[src/rtl/dtmr_pkg.sv]
package dtmr_pkg;
    localparam int DW = 8;
    localparam int AW = 3;

    typedef enum logic [1:0] {
        M_PRE13 = 2'd0,
        M_FULL16 = 2'd1,
        M_RELOAD8 = 2'd2,
        M_SPLIT = 2'd3
    } tmode_e;

    localparam logic [AW-1:0] A_MODE = 3'd0;
    localparam logic [AW-1:0] A_CTRL = 3'd1;
    localparam logic [AW-1:0] A_LO0  = 3'd2;
    localparam logic [AW-1:0] A_HI0  = 3'd3;
    localparam logic [AW-1:0] A_LO1  = 3'd4;
    localparam logic [AW-1:0] A_HI1  = 3'd5;

    typedef struct packed {
        logic [DW-1:0] mode;
        logic [1:0]    run;
        logic [1:0]    flag;
        logic [DW-1:0] lo0;
        logic [DW-1:0] hi0;
        logic [DW-1:0] lo1;
        logic [DW-1:0] hi1;
        logic          baud;
    } dtmr_state_t;
endpackage

[src/rtl/dtmr_presc.sv]
module dtmr_presc #(
    parameter int DIV = 12
) (
    input  logic clk,
    input  logic rst_n,
    output logic stb
);
    localparam int CW = (DIV > 1) ? $clog2(DIV) : 1;
    localparam logic [CW-1:0] LAST = CW'(DIV - 1);

    logic [CW-1:0] cnt_d, cnt_q;

    always_comb begin
        cnt_d = (cnt_q == LAST) ? '0 : cnt_q + 1'b1;
        stb   = (cnt_q == LAST);
    end

    always_ff @(posedge clk) begin
        if (!rst_n) cnt_q <= '0;
        else        cnt_q <= cnt_d;
    end

    AST_DIV_RANGE: assert property (@(posedge clk) disable iff (!rst_n)
        cnt_q <= LAST);
endmodule

[src/rtl/dtmr_sync.sv]
module dtmr_sync #(
    parameter int STAGES = 2
) (
    input  logic clk,
    input  logic rst_n,
    input  logic ext_in,
    input  logic gate_in_n,
    output logic ext_fall,
    output logic gate_hi
);
    logic [STAGES:0]   esh_d, esh_q;
    logic [STAGES-1:0] gsh_d, gsh_q;

    always_comb begin
        esh_d    = {esh_q[STAGES-1:0], ext_in};
        gsh_d    = {gsh_q[STAGES-2:0], gate_in_n};
        ext_fall = esh_q[STAGES] & ~esh_q[STAGES-1];
        gate_hi  = gsh_q[STAGES-1];
    end

    always_ff @(posedge clk) begin
        if (!rst_n) begin
            esh_q <= '1;
            gsh_q <= '1;
        end else begin
            esh_q <= esh_d;
            gsh_q <= gsh_d;
        end
    end

    AST_ONE_EDGE: assert property (@(posedge clk) disable iff (!rst_n)
        ext_fall |=> !ext_fall);
endmodule

[src/rtl/dtmr_step.sv]
module dtmr_step
    import dtmr_pkg::*;
#(
    parameter int PRE_BITS = 5
) (
    input  tmode_e        mode,
    input  logic [DW-1:0] lo,
    input  logic [DW-1:0] hi,
    input  logic          inc,
    output logic [DW-1:0] lo_nx,
    output logic [DW-1:0] hi_nx,
    output logic          ovf
);
    localparam logic [PRE_BITS-1:0] PRE_MAX = '1;
    localparam logic [DW-1:0]       BYTE_MAX = '1;

    logic [2*DW-1:0] wide;

    always_comb begin
        lo_nx = lo;
        hi_nx = hi;
        ovf   = 1'b0;
        wide  = {hi, lo} + 1'b1;
        if (inc) begin
            case (mode)
                M_PRE13: begin
                    lo_nx[PRE_BITS-1:0] = lo[PRE_BITS-1:0] + 1'b1;
                    if (lo[PRE_BITS-1:0] == PRE_MAX) begin
                        hi_nx = hi + 1'b1;
                        ovf   = (hi == BYTE_MAX);
                    end
                end
                M_FULL16: begin
                    {hi_nx, lo_nx} = wide;
                    ovf = ({hi, lo} == {BYTE_MAX, BYTE_MAX});
                end
                M_RELOAD8: begin
                    if (lo == BYTE_MAX) begin
                        lo_nx = hi;
                        ovf   = 1'b1;
                    end else begin
                        lo_nx = lo + 1'b1;
                    end
                end
                default: begin
                    lo_nx = lo + 1'b1;
                    ovf   = (lo == BYTE_MAX);
                end
            endcase
        end
    end
endmodule

[src/rtl/dtmr_top.sv]
module dtmr_top
    import dtmr_pkg::*;
#(
    parameter int PRESC_DIV = 12,
    parameter int SYNC_STAGES = 2
) (
    input  logic          clk,
    input  logic          rst_n,
    input  logic [1:0]    presc_sel,
    input  logic [1:0]    ext_cnt,
    input  logic [1:0]    gate_n,
    input  logic          wr_en,
    input  logic [AW-1:0] wr_addr,
    input  logic [DW-1:0] wr_data,
    input  logic [AW-1:0] rd_addr,
    output logic [DW-1:0] rd_data,
    output logic [1:0]    ovf_flag,
    output logic          baud_tick
);
    localparam logic [DW-1:0] BYTE_MAX = '1;

    dtmr_state_t s_d, s_q;

    logic          div_stb;
    logic [1:0]    fall, gate_ok, tick;
    logic [1:0]    inc;
    tmode_e        md0, md1;
    logic [DW-1:0] lo0_nx, hi0_nx, lo1_nx, hi1_nx;
    logic          ovf0, ovf1;
    logic          t0_split, t1_halt, inc_h, ovf_h;
    logic          wr_ctrl;

    dtmr_presc #(.DIV(PRESC_DIV)) u_presc (
        .clk(clk), .rst_n(rst_n), .stb(div_stb)
    );

    for (genvar i = 0; i < 2; i++) begin : g_pin
        dtmr_sync #(.STAGES(SYNC_STAGES)) u_sync (
            .clk(clk), .rst_n(rst_n),
            .ext_in(ext_cnt[i]), .gate_in_n(gate_n[i]),
            .ext_fall(fall[i]), .gate_hi(gate_ok[i])
        );
        assign tick[i] = presc_sel[i] ? div_stb : 1'b1;
    end

    always_comb begin
        md0      = tmode_e'(s_q.mode[1:0]);
        md1      = tmode_e'(s_q.mode[5:4]);
        t0_split = (md0 == M_SPLIT);
        t1_halt  = (md1 == M_SPLIT);

        inc[0] = s_q.run[0] & (~s_q.mode[3] | gate_ok[0])
               & (s_q.mode[2] ? fall[0] : tick[0]);

        if (t1_halt)
            inc[1] = 1'b0;
        else if (t0_split)
            inc[1] = tick[1];
        else
            inc[1] = s_q.run[1] & (~s_q.mode[7] | gate_ok[1])
                   & (s_q.mode[6] ? fall[1] : tick[1]);

        inc_h = t0_split & s_q.run[1] & tick[0];
        ovf_h = inc_h & (s_q.hi0 == BYTE_MAX);
    end

    dtmr_step u_step0 (
        .mode(md0), .lo(s_q.lo0), .hi(s_q.hi0), .inc(inc[0]),
        .lo_nx(lo0_nx), .hi_nx(hi0_nx), .ovf(ovf0)
    );

    dtmr_step u_step1 (
        .mode(md1), .lo(s_q.lo1), .hi(s_q.hi1), .inc(inc[1]),
        .lo_nx(lo1_nx), .hi_nx(hi1_nx), .ovf(ovf1)
    );

    always_comb begin
        s_d     = s_q;
        wr_ctrl = wr_en && (wr_addr == A_CTRL);

        s_d.lo0 = lo0_nx;
        s_d.hi0 = t0_split ? (s_q.hi0 + DW'(inc_h)) : hi0_nx;
        s_d.lo1 = lo1_nx;
        s_d.hi1 = hi1_nx;

        if (wr_ctrl) begin
            s_d.flag = {wr_data[7], wr_data[5]};
            s_d.run  = {wr_data[6], wr_data[4]};
        end
        if (ovf0)
            s_d.flag[0] = 1'b1;
        if (ovf_h || (ovf1 && !t0_split))
            s_d.flag[1] = 1'b1;

        s_d.baud = ovf1;

        if (wr_en) begin
            case (wr_addr)
                A_MODE: s_d.mode = wr_data;
                A_LO0:  s_d.lo0  = wr_data;
                A_HI0:  s_d.hi0  = wr_data;
                A_LO1:  s_d.lo1  = wr_data;
                A_HI1:  s_d.hi1  = wr_data;
                default: ;
            endcase
        end
    end

    always_ff @(posedge clk) begin
        if (!rst_n) s_q <= '0;
        else        s_q <= s_d;
    end

    always_comb begin
        case (rd_addr)
            A_MODE:  rd_data = s_q.mode;
            A_CTRL:  rd_data = {s_q.flag[1], s_q.run[1], s_q.flag[0], s_q.run[0], 4'b0000};
            A_LO0:   rd_data = s_q.lo0;
            A_HI0:   rd_data = s_q.hi0;
            A_LO1:   rd_data = s_q.lo1;
            A_HI1:   rd_data = s_q.hi1;
            default: rd_data = '0;
        endcase
        ovf_flag  = s_q.flag;
        baud_tick = s_q.baud;
    end

    AST_OVF_FLAG0: assert property (@(posedge clk) disable iff (!rst_n)
        ovf0 |=> s_q.flag[0]);

    AST_RELOAD: assert property (@(posedge clk) disable iff (!rst_n)
        (md0 == M_RELOAD8 && ovf0 && !wr_en) |=> (s_q.lo0 == $past(s_q.hi0)));

    AST_T1_HALT: assert property (@(posedge clk) disable iff (!rst_n)
        (t1_halt && !(wr_en && (wr_addr == A_LO1 || wr_addr == A_HI1)))
        |=> ($stable(s_q.lo1) && $stable(s_q.hi1)));

    AST_T1_SILENT: assert property (@(posedge clk) disable iff (!rst_n)
        (t0_split && ovf1 && !ovf_h && !wr_ctrl) |=> $stable(s_q.flag[1]));
endmodule

[config.mk]
export PLATFORM = sky130hd
export DESIGN_NAME = dtmr_top
export DESIGN_NICKNAME = d
export VERILOG_FILES = /design/src/rtl/dtmr_pkg.sv /design/src/rtl/dtmr_presc.sv /design/src/rtl/dtmr_sync.sv /design/src/rtl/dtmr_step.sv /design/src/rtl/dtmr_top.sv
export SDC_FILE = /design/constraint.sdc
export NUM_CORES = 1
export LEC_CHECK = 0
export CAP_MARGIN = 20
export CELL_PAD_IN_SITES_DETAIL_PLACEMENT = 0
export CELL_PAD_IN_SITES_GLOBAL_PLACEMENT = 2
export CORE_UTILIZATION = 35
export CTS_BUF_LIST = sky130_fd_sc_hd__clkbuf_16
export DETAILED_ROUTE_END_ITERATION = 10
export MAX_ROUTING_LAYER = met4
export PLACE_DENSITY_LB_ADDON = 0.12
export SLEW_MARGIN = 20
export SYNTH_ARGS = -nofsm -noshare
export SYNTH_HDL_FRONTEND = slang
export SYNTH_HIERARCHICAL = 1
export SYNTH_SLANG_ARGS = --single-unit
export TNS_END_PERCENT = 30
[constraint.sdc]
create_clock -name clk -period 2.96 [get_ports clk]
set_input_delay 0.296 -clock clk [delete_from_list [all_inputs] [get_ports clk]]
set_output_delay 0.296 -clock clk [all_outputs]
set_load 0.03 [all_outputs]
After elaboration in Yosys (flattened, before gate mapping)
Cells that the tools add are included.
Storage, ports and cells
  bits in registers: 59
  output and inout bits: 11
  bits of input ports: 23
  word-level logic and storage cells: 115
Cells by class
  bitwise operators: 16
  multiplexer cells: 38
  reductions and logical operators: 12
  $add $sub $neg: 10
  equal/unequal tests: 25
Operators by type and width (number)
  two-way mux 8 bit: 13
  case mux 8 bit (6 select lines): 1
  adder 16 x 1 -> 16 bit (second input constant): 2
  adder 8 x 1 -> 8 bit (second input constant): 4
  == test 16 bit (second input constant): 2
  == test 8 bit (second input constant): 4
  two-way mux 32 bit: 1
  case mux 8 bit (2 select lines): 2
  case mux 5 bit (3 select lines): 2
  case mux 3 bit (3 select lines): 2
  two-way mux 1 bit: 14
  == test 3 x 2 -> 1 bit (second input constant): 4
  == test 3 bit (second input constant): 4
  adder 5 x 1 -> 5 bit (second input constant): 2
  == test 5 bit (second input constant): 2
  bitwise AND 1 bit: 9
  adder 8 x 1 -> 8 bit: 1
  == test 2 bit (second input constant): 4
  == test 3 x 1 -> 1 bit (second input constant): 2
  logical NOT 3 bit: 2
  case mux 1 bit (3 select lines): 2
  inverter 1 bit: 5
  adder 4 x 1 -> 4 bit (second input constant): 1
  == test 2 x 1 -> 1 bit (second input constant): 2
  10 further kinds: 14

Logic depth before layout (Yosys ltp)
  depth in word-level cells: 10
  gate-level depth with buffers: 14
  gate-level depth less buffers: 13

By module
Netlist, hierarchy kept.
By module, submodules not included
  dtmr_top: cells an instance 291, area an instance 2321.0 sq um, times used 1
  dtmr_step: cells an instance 90, area an instance 623.1 sq um, times used 2
  dtmr_sync: cells an instance 11, area an instance 137.6 sq um, times used 2
  dtmr_presc: cells an instance 18, area an instance 175.2 sq um, times used 1

Worst setup path after synthesis
OpenSTA, ideal clock, no wires.
  path type: reg2reg
  start: register u_presc.cnt_q[0]
  end: register s_q[4] (netlist name)
  cell stages (with the launch flop): 13
  clock period less this slack: 2.309 ns
  library setup time: 0.070 ns
  required time: 2.890 ns
  slack: 0.651 ns
  arrival: 2.238 ns
  cells stage by stage: dfxtp_1 ha_1 and3b_2 nand2b_1 a21oi_1 a221oi_1 buf_6 nor2b_1 nand3_1 nor3b_1 xor2_1 nand2_1 a21oi_1
Between the ends
  longest elaborated chain between the ends: 9
Ends and longest elaborated chain
  start: declaration: line dtmr_presc.sv:11  | logic [CW-1:0] cnt_d, cnt_q;
  start signal: assignment: line dtmr_presc.sv:20  | else cnt_q <= cnt_d;
  == test 4 bit *: line dtmr_presc.sv:15  | stb = (cnt_q == LAST);
  net div_stb: line dtmr_top.sv:24  | logic div_stb;
  two-way mux 1 bit *: line dtmr_top.sv:43  | assign tick[i] = presc_sel[i] ? div_stb : 1'b1;
  two-way mux 1 bit: line dtmr_top.sv:61  | & (s_q.mode[6] ? fall[1] : tick[1]);
  bitwise AND 1 bit: line dtmr_top.sv:61
  two-way mux 1 bit *: line dtmr_top.sv:57  | else if (t0_split)
  two-way mux 1 bit *: line dtmr_top.sv:55  | if (t1_halt)
  net inc[1]: line dtmr_top.sv:26  | logic [1:0] inc;
  two-way mux 8 bit *: line dtmr_step.sv:24  | if (inc) begin
  net hi1_nx[3]: line dtmr_top.sv:28  | logic [DW-1:0] lo0_nx, hi0_nx, lo1_nx, hi1_nx;
  two-way mux 8 bit: line dtmr_top.sv:98  | case (wr_addr)
  two-way mux 32 bit *: line dtmr_top.sv:97  | if (wr_en) begin
  end signal: assignment: line dtmr_top.sv:110  | if (!rst_n) s_q <= '0;
  end signal: assignment: line dtmr_top.sv:111  | else s_q <= s_d;
  end: declaration: line dtmr_top.sv:22  | dtmr_state_t s_d, s_q;
Mark *: on every way through the listed nets, which the timed path passes. The rest lies on a longest branch.
A chain may end at the register's enable or synchronous reset.

Worst setup path in the final report
  start: input port rd_addr[2]
  end: output port rd_data[4]
Between the ends
  longest elaborated chain between the ends: 2
  elaborated cells between the ends (all ways): 7
  classes of those cells: 5 x eq/ne; 1 x mux; 1 x reduce/logical
Ends and longest elaborated chain
  start: declaration: line dtmr_top.sv:15  | input logic [AW-1:0] rd_addr,
  == test 3 bit (tied with other cells): line dtmr_top.sv:115  | case (rd_addr)
  case mux 8 bit (6 select lines) *: line dtmr_top.sv:115
  end: declaration: line dtmr_top.sv:16  | output logic [DW-1:0] rd_data,
Every way passes the cells marked *; elsewhere a longest branch is shown, timed or not.

==> flow_summary.json <==
{
  "cp-startpoint": "rd_addr[2]",
  "antenna_found_initial": 0,
  "die_y_um": 109,
  "antenna_left": 0,
  "drive_gt1_share_pct": 11.2,
  "rr_endpoint": "s_q[20]",
  "grt_overflow": 0,
  "holdPathStages": 1,
  "grt_pass1_vias": 3609,
  "timing_worst_setup_path_type": "in2out",
  "grt.busiest_layer": "met2",
  "synth.avg_cell_area_um2": 7.86,
  "met3_usage_pct": 3.17,
  "async_flop_share_pct": 0,
  "clkTransAtPathRegs_ns": 0.05,
  "rr_startpoint": "u_presc/cnt_q[0]",
  "synth_top_area_cell": "dfxtp_1",
  "htree_levels": 3,
  "finalMaxSlewViolations": 0,
  "ys_warn_count": 6,
  "syn_inst": 511,
  "hold_path.class": "reg2reg",
  "use_met1_pct": 33.2,
  "crit_arrival_ns": 2.36,
  "yosys_register_bits": 59,
  "via_per_inst": 5.65,
  "cap_violations": 0,
  "drt-initial-drc-count": 227,
  "synth_edf_count": 0,
  "hold_viol_final": 0,
  "leakage_nw": 1.72,
  "power.density_mw_per_mm2": 456,
  "clock_latency_ns": 0.32,
  "outcome": "complete, no violations",
  "place_congestion": 0.782,
  "rows": 38,
  "ys.flop_type": "dfxtp_1",
  "fin_setup_tns_ns": 0,
  "whs_ns": 0.405,
  "cts_buffers": 9,
  "max_slew_margin_pct": 55.4,
  "period_share_pct": 89.7,
  "synth_nets": 543,
  "wire_per_inst_um": 18.6,
  "die_area_mm2": 0.0119,
  "nNetsFinal": 572,
  "synth_top_area_share_pct": 29.4,
  "final_common_cell": "nand2_1",
  "die_w_um": 109,
  "clock-root-buffer": "clkbuf_16",
  "start_util_pct": 36.4,
  "cts_tree": "yes",
  "clock-sinks": 59,
  "postCtsSetupBuffers": 0,
  "drc_errors": 0,
  "rsz0062_at_grt": "no",
  "timing.fmax_mhz": 377,
  "routed_wl_um": 12700,
  "endpoint": "rd_data[4]",
  "hold_buffers": 0,
  "endpoint_kind": "output port",
  "synthDistinctLibCells": 62,
  "cts_resized": 0,
  "mostFrequentLayoutCells": "nand2_1 (95), dfxtp_1 (59), a21oi_1 (49), nor2_1 (30), clkdlybuf4s50_1 (29)",
  "synth.area.top_cells": "dfxtp_1 (29%), nand2_1 (8.9%), a21oi_1 (6.1%)",
  "grt_pass1_wl_um": 20200,
  "fin_skew_ns": 0.00597,
  "clockBufferDepth": 2,
  "grt_util_all_layers_pct": 23.4,
  "crit_fanout": 12,
  "r2r_setup_slack_ns": 0.38,
  "num-fill-cells": 1152,
  "dp_hpwl_um": 9190,
  "finalSetupViolCount": 0,
  "start_kind": "input pin",
  "first_pass_iters": 5,
  "critical_path_required_ns": 2.66,
  "insertedDiodeCount": 0,
  "io_pins": 34,
  "port_buffers": 33,
  "vdd_ir_drop_max_uv": 256,
  "vias": 3867,
  "min_period_ns": 2.66,
  "coreArea_mm2": 0.0110,
  "syn_to_final_growth_pct": 17.6,
  "r2r_cells": 11,
  "syn_area_mm2": 0.00402,
  "grt_max_degree": 33,
  "worstMarginPinSlew_ns": 0.666,
  "ys_seq_area_share_pct": 29.4,
  "gr-usage-met2_pct": 34.5
}
metal layers:
metal	up-vias	routed length, um	share of wire (%)
li1	1902	-	-
met1	1844	6420	51
met2	107	5520	43
met3	14	601	4.7
met4	0	163	1.3
met5	-	0	0
cells by family after synthesis:
logic type | share of synthesized area [%]
compound gates | 18.1
xor+xnor | 4.14
fa+ha+maj | 2.80
buf+inv | 5.79
flops | 29.4
mux | 7.22
simple gates | 32.6
stage by stage:
stage	area, um2	total power [W]	utilization [%]	cells	worst slack [ns]
6_report	4730	0.00215	42.8	684	0.305
5_1_grt	4730	0.00224	42.8	684	0.102
4_1_cts	4730	0.00217	42.8	684	0.321
3_5_place_dp	4420	0.00108	40.1	669	0.322
3_3_place_gp	4420	0.00108	40.1	669	0.328
2_1_floorplan	4020	0.000986	-	511	0.651
cell usage after synthesis (3+ instances only):
library cell  number
nand2_1           95
dfxtp_1           59
a21oi_1           49
nor2_1            30
nand3_1           25
mux2i_1           20
nand2b_1          15
inv_1             13
xor2_1            12
nor2b_1           11
nor3_1            11
and3_1            10
o22ai_1           10
a31oi_1            9
buf_2              9
ha_1               9
clkbuf_1           7
nand4_1            7
xnor2_1            7
a22oi_1            6
a41oi_1            6
and4_1             6
mux2_2             6
o21ai_0            6
o221ai_1           5
a311oi_1           4
clkbuf_8           4
or2_2              4
or2b_2             4
buf_6              3
o211ai_1           3
registers in the layout (all words and copies together) (netlist names):
signal	count
s_q	38
ovf_flag	2
u_presc/cnt_q	4
md0	2
md1	2
g_pin.u_sync/gsh_q	4
baud_tick	1
g_pin.u_sync/esh_q	6
worst min-delay path by stage:
stage | from | end | slack, ns
CTS | g_pin[0].u_sync/gsh_q[0] | g_pin[0].u_sync/gsh_q[1] | 0.41
global placement | g_pin[0].u_sync/esh_q[0] | g_pin[0].u_sync/esh_q[1] | 0.39
finish | g_pin[1].u_sync/gsh_q[0] | g_pin[1].u_sync/gsh_q[1] | 0.40
detailed placement | g_pin[1].u_sync/gsh_q[0] | g_pin[1].u_sync/gsh_q[1] | 0.40
floorplan | rst_n | g_pin[0].u_sync/esh_q[2] | 0.37
global route | g_pin[0].u_sync/esh_q[0] | g_pin[0].u_sync/esh_q[1] | 0.42
where the power goes:
group          switching, W  total (W)  internal (W)
Sequential        0.0000363   0.000857      0.000821
Combinational      0.000115   0.000208     0.0000930
Clock              0.000364    0.00109      0.000725
critical path, stage by stage:
cell and delay, ns:
clkdlybuf4s50_1 0.76, mux4_2 0.56, inv_1 0.06, o22ai_1 0.08, clkdlybuf4s50_1 0.60
final cells by class:
cell class / instances / area (um2) / share of cell area, %
timing repair buffer: 45 / 410 / 8.68
clock buffer: 9 / 225 / 4.77
sequential: 59 / 1180 / 25.0
tap: 140 / 175 / 3.71
multi-input combinational: 412 / 2600 / 55.1
clock inverter: 6 / 81.3 / 1.72
inverter: 13 / 48.8 / 1.03
No activity file was read; power rests on OpenSTA's default activity.
